File: src/rtl/icnt_pkg.sv
package icnt_pkg;
   typedef enum logic [1:0] {
      PRV_U   = 2'd0,
      PRV_S   = 2'd1,
      PRV_RSV = 2'd2,
      PRV_M   = 2'd3
   } priv_e;

   // packed: vs is bit 4, u is bit 0
   typedef struct packed {
      logic vs;
      logic vu;
      logic m;
      logic s;
      logic u;
   } mode_t;

   localparam int unsigned MODE_W = $bits(mode_t);
endpackage

File: src/rtl/icnt_mode_qual.sv
module icnt_mode_qual
   import icnt_pkg::*;
#(
   parameter bit VIRT_EN = 1'b1
) (
   input  mode_t modes_i,
   input  priv_e priv_i,
   input  logic  virt_i,
   output logic  ok_o
);
   logic host_ok;

   always_comb begin
      unique case (priv_i)
         PRV_U:   host_ok = modes_i.u;
         PRV_S:   host_ok = modes_i.s;
         PRV_M:   host_ok = modes_i.m;
         default: host_ok = 1'b0;
      endcase
   end

   generate
      if (VIRT_EN) begin : g_virt
         logic guest_ok;
         always_comb begin
            unique case (priv_i)
               PRV_U:   guest_ok = modes_i.vu;
               PRV_S:   guest_ok = modes_i.vs;
               default: guest_ok = 1'b0;
            endcase
         end
         assign ok_o = virt_i ? guest_ok : host_ok;
      end else begin : g_novirt
         logic unused_virt;
         assign unused_virt = virt_i ^ modes_i.vu ^ modes_i.vs;
         assign ok_o = host_ok;
      end
   endgenerate
endmodule

File: src/rtl/icnt_slot.sv
module icnt_slot
   import icnt_pkg::*;
#(
   parameter int unsigned COUNT_W     = 14,
   parameter int unsigned TYPE_W      = 4,
   parameter int unsigned ICOUNT_TYPE = 3,
   parameter bit          VIRT_EN     = 1'b1
) (
   input  logic               clk,
   input  logic               rst_n,
   input  logic               wr_i,
   input  logic [TYPE_W-1:0]  wr_type_i,
   input  mode_t              wr_modes_i,
   input  logic [COUNT_W-1:0] wr_count_i,
   input  logic               retire_i,
   input  priv_e              priv_i,
   input  logic               virt_i,
   output logic               armed_o,
   output logic               hit_o
);
   localparam logic [TYPE_W-1:0]  TYPE_CODE = TYPE_W'(ICOUNT_TYPE);
   localparam logic [COUNT_W-1:0] ONE       = COUNT_W'(1);

   logic [TYPE_W-1:0]  typ_q;
   mode_t              modes_q;
   logic [COUNT_W-1:0] cnt_q;
   logic               mode_ok;
   logic               qual;
   logic               step;

   icnt_mode_qual #(.VIRT_EN(VIRT_EN)) mq_i (
      .modes_i (modes_q),
      .priv_i  (priv_i),
      .virt_i  (virt_i),
      .ok_o    (mode_ok)
   );

   assign qual    = (typ_q == TYPE_CODE) && (cnt_q != '0) && mode_ok;
   assign armed_o = qual;
   assign step    = retire_i && qual && !wr_i;
   assign hit_o   = step && (cnt_q == ONE);

   always_ff @(posedge clk or negedge rst_n) begin
      if (!rst_n) begin
         typ_q   <= '0;
         modes_q <= '0;
         cnt_q   <= '0;
      end else if (wr_i) begin
         typ_q   <= wr_type_i;
         modes_q <= wr_modes_i;
         cnt_q   <= wr_count_i;
      end else if (step) begin
         cnt_q   <= cnt_q - ONE;
      end
   end

   AST_ZERO_IDLE: assert property (@(posedge clk) disable iff (!rst_n)
      (cnt_q == '0 && !wr_i) |=> (cnt_q == '0));
   AST_STEP_ONE: assert property (@(posedge clk) disable iff (!rst_n)
      (retire_i && mode_ok && typ_q == TYPE_CODE && cnt_q != '0 && !wr_i)
      |=> (cnt_q == $past(cnt_q) - ONE));
   AST_HOLD_IDLE: assert property (@(posedge clk) disable iff (!rst_n)
      (!wr_i && !retire_i) |=> $stable(cnt_q));
   AST_HOLD_OFFMODE: assert property (@(posedge clk) disable iff (!rst_n)
      (!wr_i && !mode_ok) |=> $stable(cnt_q));
   AST_FOREIGN_INERT: assert property (@(posedge clk) disable iff (!rst_n)
      (!wr_i && typ_q != TYPE_CODE) |=> $stable(cnt_q));
   AST_WR_WINS: assert property (@(posedge clk) disable iff (!rst_n)
      wr_i |=> (cnt_q == $past(wr_count_i)));
endmodule

File: src/rtl/icnt_prio.sv
module icnt_prio #(
   parameter int unsigned N     = 4,
   parameter int unsigned IDX_W = 2
) (
   input  logic [N-1:0]     req_i,
   output logic             any_o,
   output logic [IDX_W-1:0] idx_o
);
   always_comb begin
      idx_o = '0;
      for (int i = N - 1; i >= 0; i--) begin
         if (req_i[i]) idx_o = IDX_W'(i);
      end
   end
   assign any_o = |req_i;
endmodule

File: src/rtl/icnt_trig_unit.sv
module icnt_trig_unit
   import icnt_pkg::*;
#(
   parameter int unsigned NUM_TRIG    = 4,
   parameter int unsigned COUNT_W     = 14,
   parameter int unsigned TYPE_W      = 4,
   parameter int unsigned ICOUNT_TYPE = 3,
   parameter bit          VIRT_EN     = 1'b1,
   localparam int unsigned IDX_W      = (NUM_TRIG > 1) ? $clog2(NUM_TRIG) : 1
) (
   input  logic               clk,
   input  logic               rst_n,
   input  logic               retire_i,
   input  logic [1:0]         priv_i,
   input  logic               virt_i,
   input  logic               cfg_we_i,
   input  logic [IDX_W-1:0]   cfg_sel_i,
   input  logic [TYPE_W-1:0]  cfg_type_i,
   input  logic [4:0]         cfg_modes_i,
   input  logic [COUNT_W-1:0] cfg_count_i,
   output logic               fire_o,
   output logic [IDX_W-1:0]   fire_idx_o,
   output logic               any_active_o
);
   generate
      if (NUM_TRIG < 1) begin : g_bad_n
         $error("NUM_TRIG must be at least 1");
      end
      if (COUNT_W < 2) begin : g_bad_w
         $error("COUNT_W must be at least 2");
      end
      if (ICOUNT_TYPE >= (1 << TYPE_W)) begin : g_bad_t
         $error("ICOUNT_TYPE does not fit TYPE_W");
      end
   endgenerate

   logic [NUM_TRIG-1:0] armed;
   logic [NUM_TRIG-1:0] hit;
   logic                hit_any;
   logic [IDX_W-1:0]    hit_idx;
   logic                fire_q;
   logic [IDX_W-1:0]    idx_q;
   priv_e               priv;
   mode_t               wr_modes;

   assign priv     = priv_e'(priv_i);
   assign wr_modes = mode_t'(cfg_modes_i);

   generate
      for (genvar g = 0; g < NUM_TRIG; g++) begin : g_slot
         icnt_slot #(
            .COUNT_W     (COUNT_W),
            .TYPE_W      (TYPE_W),
            .ICOUNT_TYPE (ICOUNT_TYPE),
            .VIRT_EN     (VIRT_EN)
         ) slot_i (
            .clk        (clk),
            .rst_n      (rst_n),
            .wr_i       (cfg_we_i && (cfg_sel_i == IDX_W'(g))),
            .wr_type_i  (cfg_type_i),
            .wr_modes_i (wr_modes),
            .wr_count_i (cfg_count_i),
            .retire_i   (retire_i),
            .priv_i     (priv),
            .virt_i     (virt_i),
            .armed_o    (armed[g]),
            .hit_o      (hit[g])
         );
      end
   endgenerate

   icnt_prio #(.N(NUM_TRIG), .IDX_W(IDX_W)) prio_i (
      .req_i (hit),
      .any_o (hit_any),
      .idx_o (hit_idx)
   );

   always_ff @(posedge clk or negedge rst_n) begin
      if (!rst_n) begin
         fire_q <= 1'b0;
         idx_q  <= '0;
      end else begin
         fire_q <= hit_any;
         idx_q  <= hit_idx;
      end
   end

   assign fire_o       = fire_q;
   assign fire_idx_o   = idx_q;
   assign any_active_o = |armed;

   AST_FIRE_NEEDS_RETIRE: assert property (@(posedge clk) disable iff (!rst_n)
      fire_o |-> $past(retire_i));
   AST_HIT_ONEHOT_IDX: assert property (@(posedge clk) disable iff (!rst_n)
      hit_any |=> (fire_o && fire_idx_o == $past(hit_idx)));
   AST_FIRE_IDX_RANGE: assert property (@(posedge clk) disable iff (!rst_n)
      fire_o |-> (32'(fire_idx_o) < NUM_TRIG));
   AST_NO_FIRE_IDLE: assert property (@(posedge clk) disable iff (!rst_n)
      !retire_i |=> !fire_o);
endmodule

File: config.mk
export PLATFORM = sky130hd
export DESIGN_NAME = icnt_trig_unit
export DESIGN_NICKNAME = d
export VERILOG_FILES = /design/src/rtl/icnt_pkg.sv /design/src/rtl/icnt_mode_qual.sv /design/src/rtl/icnt_slot.sv /design/src/rtl/icnt_prio.sv /design/src/rtl/icnt_trig_unit.sv
export SDC_FILE = /design/constraint.sdc
export NUM_CORES = 1
export LEC_CHECK = 0
export ABC_AREA = 0
export ABC_CLOCK_PERIOD_IN_PS = 7100
export BUFFER_PORTS_ARGS = -buffer_cell sky130_fd_sc_hd__buf_4
export CAP_MARGIN = 20
export CORE_MARGIN = 2
export CORE_UTILIZATION = 52
export CTS_CLUSTER_DIAMETER = 30
export DETAILED_ROUTE_END_ITERATION = 6
export PLACE_DENSITY_LB_ADDON = 0.3
export SETUP_SLACK_MARGIN = 0.1
export SLEW_MARGIN = 25
export SYNTH_ARGS = -nofsm -noshare
export SYNTH_HDL_FRONTEND = slang
export SYNTH_HIERARCHICAL = 1
export SYNTH_SLANG_ARGS = --single-unit
File: constraint.sdc
create_clock -name clk -period 7.1 [get_ports clk]
set_clock_uncertainty 0.15 [all_clocks]
set_input_delay 0.71 -clock clk [delete_from_list [all_inputs] [get_ports clk]]
set_output_delay 0.71 -clock clk [all_outputs]
set_load 0.01 [all_outputs]
==> results by stage, run 1 <==
Power:
- In this run the power density over the cells is 235.8 nW/um^2.
- The leakage power figure is 2.383 nW.
- VDD sags by at most 0.1420 mV.
- The total power is 1.480 mW.

Critical path:
- The required time of the critical path is 6.24 ns.
- The critical path goes through inv_1 -> ha_1 -> nor3b_2 -> nand4_2 -> and3_1 -> or4_1 -> buf_4.
- The setup path with the least slack is of type reg -> out.
- The critical path endpoint category is a primary output.
- In this run the worst path has a maximum fanout of 9.
- The worst path buffer plus inverter count is 2.
- The kind of cell with the highest combined delay along the critical path is simple AND/OR/NAND/NOR gates.
- The largest single stage delay on the critical path is 0.50 ns.
- The data arrival at the endpoint of the critical path is 2.91 ns.
- The cell type of the slowest stage on the worst timing path is sky130_fd_sc_hd__or4_1.
- The nature of the critical path startpoint is a flop.

Yosys:
- Of the total synthesized cell area, the portion taken by XOR and XNOR cells is 0.
- The synthesized net count is 618.
- Yosys printed 6 warnings.
- The unique cell type count in the Yosys netlist is 54.
- The simple-gate share of the synthesized area is 0.2827.
- The adder-cell area share of the yosys netlist is 0.01771.
- Yosys mapped a number of flops with a built-in enable equal to 0.
- The post-synthesis instance total is 578.
- By area, the combinational part of the netlist is dominated by simple AND/OR/NAND/NOR gates.
- The complex-gate fraction of the synthesized area is 0.1612.
- The synthesized cell area is 5652 um^2.
- The multiplexer share of the synthesized area is 0.08590.
- For this run, the leading register cell type out of synthesis is sky130_fd_sc_hd__dfrtp_1.
- Of the synthesized area, sequential elements account for 0.4206.
- The post-synthesis sequential element count is 95.
- The share of synthesized registers carrying an async set or reset is 1.000.
- The post-synthesis area per instance is 9.778 um^2.

Floorplanning:
- From bottom edge to top edge, the die measures 108.3 um.
- For this configuration, the core starts out at a cell density of 0.5283.
- 36 I/O pins were placed.
- The number of rows in the core area is 38.
- The floorplan die area is 11,720 um^2.
- The die is 108.3 um wide.
- The placeable core region is 10,700 um^2.

GRT:
- For this run, the total global-route usage over all layers was measured as 0.2635.
- The first global-routing pass estimated 23,740 um of wire.
- The aggregate global routing overflow is 0.
- The number of global-route vias before repair is 4,557.
- The number of antenna violations at the first check in global routing is 0.
- The maximum number of pins on one net before global-route repair is 68.

Layout:
- The layout has 918 filler cells.
- The end-of-flow core utilization is 0.5868.
- In the final layout, the multi-input gates occupy 3099 um^2.
- Of the cells placed in the final design, the portion with a size suffix greater than 1 is 0.2175.
- The register area is 2377 um^2.
- The final layout net count is 642.
- The number of antenna diodes in the final layout is 0.
- The area growth from synthesis to final layout is 11.07%.

Worst hold path:
- The class of the tightest hold or removal check is in -> async.

Timing:
- The total count of max-transition violations in the final report came to 0.
- Setup repair after global routing left no endpoint under its margin.
- The final count of hold timing violations came to 0.
- The post-route setup TNS is 0 ns.
- The final period demand of the worst path is 3.772 ns.
- Static timing analysis puts the maximum clock frequency at 0.2651 GHz.
- Headroom to the max-slew limit came out at 0.4276.
- The worst hold slack is 0.09369 ns.
- Dividing the final minimum period by the clock period gives 0.5313.
- The transition time at the pin with the least slew margin is 0.8586 ns.
- The total setup violations reported at the end of the flow is 0.

Routing:
- Summing over every cut layer, the via total after detailed routing is 4,812.
- The count of nets left with antenna violations once routing finished came out at 0.
- The final wirelength is 14,470 um.
- In the routed design, unresolved DRC markers number 0.
- In this run, the number of DRC markers left after iteration 0 of detailed routing was 322.
- The first detailed-routing pass took 5 iterations.
- The post-detailed-route via-to-cell ratio is 6.442.
- In the final routed layout, each cell accounts on average for 19.37 um.

Outcome:
- The run finished with clean final reports.

Clock tree:
- Buffers added to address setup during post-CTS repair amount to 0.
- After clock tree synthesis, the flow added hold-fix buffers numbering 0.
- The number of resized instances in the post-cts repair step is 0.
- The clock-pin slew on the worst setup and hold paths is 0.10 ns.
- TritonCTS built the clock tree.
- The later pin in the worst-skew pair is clocked with a latency of 0.38 ns.
- Counting along the longest clock path gives a buffer depth of 2.
- The total number of clock tree sinks is 95.
- The number of clock buffers added by TritonCTS is 9.
- The H-tree depth is 3.
- The tree is rooted in a sky130_fd_sc_hd__clkbuf_8.

Flow run:
- Across the run, the number of max-cap violations was 0.

Placed design:
- The HPWL after detailed placement is 10,320 um.
- The count of buffers added on input and output ports is 35.
- At the end of routability-driven placement, the weighted congestion stood at 0.9051.
## through the flow
stage / cells / cell area [um^2] / setup slack, ns
3_3_place_gp: 731 / 6023 / 3.931
5_1_grt: 747 / 6277 / 3.101
2_1_floorplan: 578 / 5652 / 4.181
3_5_place_dp: 731 / 6023 / 3.802
6_report: 747 / 6277 / 3.328
4_1_cts: 747 / 6277 / 3.358
## logic make-up (layout without fill, tap and decap cells)
logic type               Yosys count  count (layout)
AND/OR/NAND/NOR                  252             252
AO/OA/AOI/OAI                    131             131
flip-flops                        95              95
buffers and inverters             48              77
multiplexers                      44              44
adder cells (fa/ha/maj)            8               8
## worst paths after layout
kind                                                       startpoint                                endpoint  slack (ns)  depth (start not counted)
worst max-delay path            g_slot[0].slot_i/cnt_q[0]$_DFFE_PN0P_                            any_active_o        3.33                          7
worst min-delay path                                            rst_n  g_slot[1].slot_i/cnt_q[10]$_DFFE_PN0P_        0.09                          1
worst max register to register  g_slot[3].slot_i/cnt_q[0]$_DFFE_PN0P_  g_slot[3].slot_i/cnt_q[12]$_DFFE_PN0P_        4.68                          6
worst min register to register  g_slot[3].slot_i/typ_q[0]$_DFFE_PN0P_   g_slot[3].slot_i/typ_q[0]$_DFFE_PN0P_        0.36                          1
max in group asynchronous                                       rst_n   g_slot[2].slot_i/cnt_q[5]$_DFFE_PN0P_        5.52                          2
min in group clk                g_slot[3].slot_i/typ_q[0]$_DFFE_PN0P_   g_slot[3].slot_i/typ_q[0]$_DFFE_PN0P_        0.36                          1
## cells in the final DEF, fill, tap and decap left out, types with 8 or more instances in the layout
master                      n
sky130_fd_sc_hd__and3_1     8
sky130_fd_sc_hd__o31ai_1   19
sky130_fd_sc_hd__mux2i_1    8
sky130_fd_sc_hd__clkbuf_8  10
sky130_fd_sc_hd__o21ai_0   17
sky130_fd_sc_hd__nor3_1    17
sky130_fd_sc_hd__a31oi_1   46
sky130_fd_sc_hd__inv_1     23
sky130_fd_sc_hd__nor4_1     8
sky130_fd_sc_hd__nand2_1   28
sky130_fd_sc_hd__mux2_2    36
sky130_fd_sc_hd__ha_1       8
sky130_fd_sc_hd__dfrtp_1   95
sky130_fd_sc_hd__buf_4     38
sky130_fd_sc_hd__nand3_1   16
sky130_fd_sc_hd__or4_1     27
sky130_fd_sc_hd__nor2_1    60
sky130_fd_sc_hd__nand4_1   18
## cell type report
type                    count  area share
clock buffers              10     0.02193
well taps                 140     0.02791
repair buffers             38     0.04545
multi-input cells         435      0.4937
flip-flops and latches     95      0.3787
inverters                  23     0.01375
clock inverters             6     0.01854
## synth_stat cells (7+ instances only)
master	count	share of area
sky130_fd_sc_hd__a21o_1	7	0.0093
sky130_fd_sc_hd__a31oi_1	46	0.051
sky130_fd_sc_hd__and2_1	7	0.0077
sky130_fd_sc_hd__and3_1	8	0.0089
sky130_fd_sc_hd__clkbuf_1	20	0.013
sky130_fd_sc_hd__dfrtp_1	95	0.42
sky130_fd_sc_hd__ha_1	8	0.018
sky130_fd_sc_hd__inv_1	23	0.015
sky130_fd_sc_hd__mux2_2	36	0.072
sky130_fd_sc_hd__mux2i_1	8	0.014
sky130_fd_sc_hd__nand2_1	28	0.019
sky130_fd_sc_hd__nand3_1	16	0.014
sky130_fd_sc_hd__nand3b_1	7	0.0093
sky130_fd_sc_hd__nand4_1	18	0.020
sky130_fd_sc_hd__nor2_1	60	0.040
sky130_fd_sc_hd__nor3_1	17	0.015
sky130_fd_sc_hd__nor4_1	8	0.0089
sky130_fd_sc_hd__o21ai_0	17	0.015
sky130_fd_sc_hd__o31ai_1	19	0.025
sky130_fd_sc_hd__or4_1	27	0.036
## worst register-to-register path, delay by kind of cell (launching register included)
family	cells	cell delay, ns
buf+inv	1	0.10
compound gates	2	0.51
flops	1	0.44
simple gates	2	0.97
fa+ha+maj	1	0.18
## flip-flops by register name, indices dropped and copies added, names as in the netlist
name and cells:
g_slot.slot_i/typ_q 16, g_slot.slot_i/modes_q 20, g_slot.slot_i/cnt_q 56, fire_idx_o 2, fire_o 1
## power breakdown
| part | internal, mW | switching (mW) |
|---|---|---|
| Sequential | 0.635 | 0.109 |
| Clock | 0.246 | 0.203 |
| Combinational | 0.139 | 0.148 |
## routing by layer
metal,vias to the layer above,share of wire,routed length [um],GRT usage
li1,2286,-,-,-
met1,2337,0.46,6661,0.3739
met2,160,0.45,6551,0.3994
met3,29,0.054,786,0.03978
met4,0,0.033,471,0.1200
met5,-,0,0,0
Power figures use the tool's default switching activity.
==> run 2: changes to the inputs <==
--- a/config.mk
+++ b/config.mk
@@ -6,7 +6,7 @@
 export NUM_CORES = 1
 export LEC_CHECK = 0
 export ABC_AREA = 0
-export ABC_CLOCK_PERIOD_IN_PS = 7100
+export ABC_CLOCK_PERIOD_IN_PS = 3710
 export BUFFER_PORTS_ARGS = -buffer_cell sky130_fd_sc_hd__buf_4
 export CAP_MARGIN = 20
 export CORE_MARGIN = 2
==> constraint.sdc (replaced) <==
create_clock -name clk -period 3.71 [get_ports clk]
set_clock_uncertainty 0.15 [all_clocks]
set_input_delay 0.371 -clock clk [delete_from_list [all_inputs] [get_ports clk]]
set_output_delay 0.371 -clock clk [all_outputs]
set_load 0.01 [all_outputs]
==> run 2 against run 1 <==
Net effect: sequential power increased by 91%; register-to-register slack worse by 3.3 ns; clock power rose by 87%; highest routed layer unchanged; routed wire length fell by 0.73%; critical endpoint unchanged; setup slack worse by 3.0 ns; core utilization increased by 0.12 points.
==> results by stage, run 2 (same netlist as run 1, synthesis figures left out) <==
GRT:
- The maximum number of pins on one net before global-route repair came to 82 (+21%).
- The met2 global-route usage is 0.4043 (+0.004942).
- The number of antenna violations at the first check in global routing is 0 (unchanged).
- The aggregate global routing overflow is 0 (unchanged).
- The met3 layer usage reported by global route is 0.06631 (+0.02652).
- The global-route wire length before repair is 23,030 um (-3.0%).
- The met1 track demand over resource is 0.3486 (-0.02533).
- The global-route usage over all layers is 0.2594 (-0.004176).
- The busiest layer in global routing is met2.
- The number of global-route vias before repair was 4,471 (-1.9%).

Floorplanning:
- The I/O pin total came to 36 (unchanged).
- The placeable core region came to 10,700 um^2 (unchanged).
- The die extent in x is 108.3 um (unchanged).
- The number of rows in the core area is 38 (unchanged).
- The die extent in y is 108.3 um (unchanged).
- The floorplan die area is 11,720 um^2 (unchanged).
- The starting density of the core is 0.5283 (unchanged).

Clock tree:
- The largest buffer count on any clock path is 2 (unchanged).
- CTS placed an instance of sky130_fd_sc_hd__clkbuf_8 at the clock tree root.
- TritonCTS built the clock tree.
- The total number of clock tree sinks came to 95 (unchanged).
- The worst-skew pair later-pin latency came to 0.38 ns (about the same).
- The clock-pin slew on the worst setup and hold paths is 0.09 ns (about the same).
- The number of buffers added by the clock tree synthesis step came to 9 (unchanged).
- The H-tree depth is 3 (unchanged).

Timing:
- Dividing the final minimum period by the clock period gives 0.9209.
- The post-route setup TNS is 0 ns (unchanged).
- The maximum achievable frequency is 0.2927 GHz.
- Setup repair after global routing left no endpoint under its margin.
- The total count of max-transition violations in the final report was 0 (unchanged).
- The remaining max-slew budget at the tightest pin is 0.4951 (+0.06746).
- The total setup violations reported at the end of the flow is 0 (unchanged).
- The smallest clock period supported by the final layout is computed as 3.417 ns.
- The transition time at the pin with the least slew margin is 0.7574 ns (-0.1012 ns).
- The final count of hold timing violations is 0 (unchanged).

Routing:
- The number of DRC markers after the initial detailed-route iteration is 471 (+46%).
- The number of vias in the routed layout is 4,872 (+1.2%).
- The length of the first detailed-routing pass in iterations is 5 (unchanged).
- The residual DRC count is 0 (unchanged).
- The count of antenna-violating nets left after detailed routing is 0 (unchanged).
- The average wire per standard cell came to 19.18 um (-1.0%).
- The final wirelength came to 14,370 um (-0.73%).
- The post-detailed-route via-to-cell ratio is 6.505 (+0.98%).

Layout:
- Leaving out fill and tap cells, the most frequent cell in the layout is sky130_fd_sc_hd__dfrtp_1.
- The register area is 2377 um^2 (unchanged).
- In the final layout, the registers with the most flip-flops are g_slot.slot_i/cnt_q: 56 flops, g_slot.slot_i/modes_q: 20 flops, g_slot.slot_i/typ_q: 16 flops.
- The area growth from synthesis to layout is 11.29%.
- The flip-flop count of the largest register after layout is 56 (unchanged).
- The number of antenna repair diodes is 0 (unchanged).
- The share of post-route cells with drive strength above 1 is 0.2167 (-0.0007142).
- The final layout net count is 644 (+0.31%).
- The area of combinational cells with multiple inputs is 3099 um^2 (unchanged).
- The final design instance area without fill came to 6290 um^2 (+0.20%).
- The register with the most flip-flops in the final layout is g_slot.slot_i/cnt_q.
- The count of fill cells added during filler insertion was 928 (+1.1%).
- The library cells used most frequently in the layout, excluding fill and tap cells, are sky130_fd_sc_hd__dfrtp_1 (95), sky130_fd_sc_hd__nor2_1 (60), sky130_fd_sc_hd__a31oi_1 (46).

Critical path:
- The critical path in this run is classified as reg -> out.
- The largest driver fanout on the critical path is 9 (unchanged).
- On the critical path, the stage with the largest delay is an instance of sky130_fd_sc_hd__or4_1.
- The data arrival at the endpoint of the critical path came to 2.90 ns (about the same).
- The worst path buffer plus inverter count is 2 (unchanged).
- On the critical path the largest part of the delay comes from simple AND/OR/NAND/NOR gates.
- STA classifies the critical path endpoint as a primary output.
- The logic depth of the worst path, buffers included is 7 (unchanged).
- The end of the critical path is any_active_o.
- In this run the worst setup path begins at g_slot[1].slot_i/cnt_q[0]$_DFFE_PN0P_.
- The cell depth of the worst flop-to-flop path is 6 (unchanged).
- The internal reg-to-reg setup slack is 1.35 ns (-3.33 ns).
- The source of the worst register-to-register timing path is g_slot[2].slot_i/cnt_q[0]$_DFFE_PN0P_.
- The largest incremental delay on the critical path is 0.52 ns (+0.02 ns).
- The required time of the critical path is 3.19 ns (-3.05 ns).
- The end of the worst register-to-register path is g_slot[2].slot_i/cnt_q[6]$_DFFE_PN0P_.
- The nature of the critical path startpoint is a flop.
- The critical path goes through inv_1 -> ha_1 -> nor3b_2 -> nand4_2 -> and3_1 -> or4_1 -> buf_4.

Power:
- The highest ir drop seen on vdd is 0.3227 mV (+130%).
- The clock power share is 0.299 (-0.004).
- The switching power came to 0.8593 mW (+87%).
- The leakage power figure is 2.390 nW (+0.32%).
- The power per unit of standard cell area was 446.8 nW/um^2 (+89%).
- The internal power consumption is 1.951 mW (+91%).
- The combinational share of power came to 0.196 (+0.002).
- The fraction of power spent switching nets came to 0.3057 (-0.005034).
- The part of the power in registers is 0.505 (+0.002).

Placed design:
- The detailed placement HPWL is 10,160 um (-1.6%).
- The final RePlAce weighted congestion is 0.8957 (-1.0%).
- The number of input and output port buffers inserted is 35 (unchanged).
- The cell area after placement came to 6031 um^2 (+0.12%).

Worst hold path:
- In this run the worst hold path is classified as in -> reg.

Flow run:
- The number of violations of the max-capacitance limit was 0 (unchanged).

Outcome:
- The flow ran to the end, and the final reports show no timing, DRC or antenna violations.
run 2: changes by cell type in the layout (fill, tap and decap cells not counted):
cell                            before  now
sky130_fd_sc_hd__clkinv_4            2    0
sky130_fd_sc_hd__buf_6               0    1
sky130_fd_sc_hd__clkbuf_1            0    1
sky130_fd_sc_hd__clkinv_2            0    1
sky130_fd_sc_hd__dlygate4sd3_1       0    1
run 2: per-layer routing:
layer  up-vias  part of all wire
met5         -                 0
met4         0             0.030
met3        26             0.059
met2       144              0.46
met1      2416              0.45
li1       2286                 -
run 2: final cells by class:
class	count	area share
tap	140	0.02785
clock buffer	11	0.02248
inverter	23	0.01373
clock inverter	5	0.01651
multi-input combinational	435	0.4927
sequential	95	0.3780
timing repair buffer	40	0.04874
run 2: timing repair:
action                     4_1_cts  5_1_grt
buffers inserted                 0        0
gates resized for setup          0        0
hold buffers                     0        1
hold endpoints to repair         0       80
setup endpoints to repair        0        0
run 2: through the flow:
| step | utilization | cells | power [mW] | hold WS, ns | setup slack [ns] |
|---|---|---|---|---|---|
| 3_3_place_gp | 0.5637 | 732 | 1.947 | 0.3345 | 0.8545 |
| 2_1_floorplan | - | 578 | 1.774 | -0.07459 | 1.130 |
| 4_1_cts | 0.5867 | 748 | 2.828 | 0.04953 | 0.2833 |
| 6_report | 0.5880 | 749 | 2.810 | 0.1039 | 0.2934 |
| 3_5_place_dp | 0.5637 | 732 | 1.981 | 0.3431 | 0.7173 |
| 5_1_grt | 0.5880 | 749 | 2.967 | 0.07866 | 0.1526 |
run 2: worst min path at each step:
stage                                                startpoint                                      end  slack (ns)  cells past startpoint
after global routing                             cfg_modes_i[3]  g_slot[0].slot_i/modes_q[3]$_DFFE_PN0P_        0.08                      2
after detailed placement  g_slot[3].slot_i/typ_q[1]$_DFFE_PN0P_    g_slot[3].slot_i/typ_q[1]$_DFFE_PN0P_        0.34                      1
after floorplan                                           rst_n                  fire_idx_o[0]$_DFF_PN0_       -0.07                      0
final                                            cfg_modes_i[0]  g_slot[2].slot_i/modes_q[0]$_DFFE_PN0P_        0.10                      2
after CTS                                                 rst_n    g_slot[3].slot_i/cnt_q[8]$_DFFE_PN0P_        0.05                      1
after global placement    g_slot[3].slot_i/typ_q[0]$_DFFE_PN0P_    g_slot[3].slot_i/typ_q[0]$_DFFE_PN0P_        0.33                      1
run 2: power groups by stage:
stage	Combinational [mW]	Sequential, mW	Clock, mW
after CTS	0.550	1.42	0.863
after global placement	0.527	1.42	0
final	0.550	1.42	0.841
after global routing	0.607	1.45	0.912
after floorplan	0.390	1.38	0
after detailed placement	0.549	1.43	0
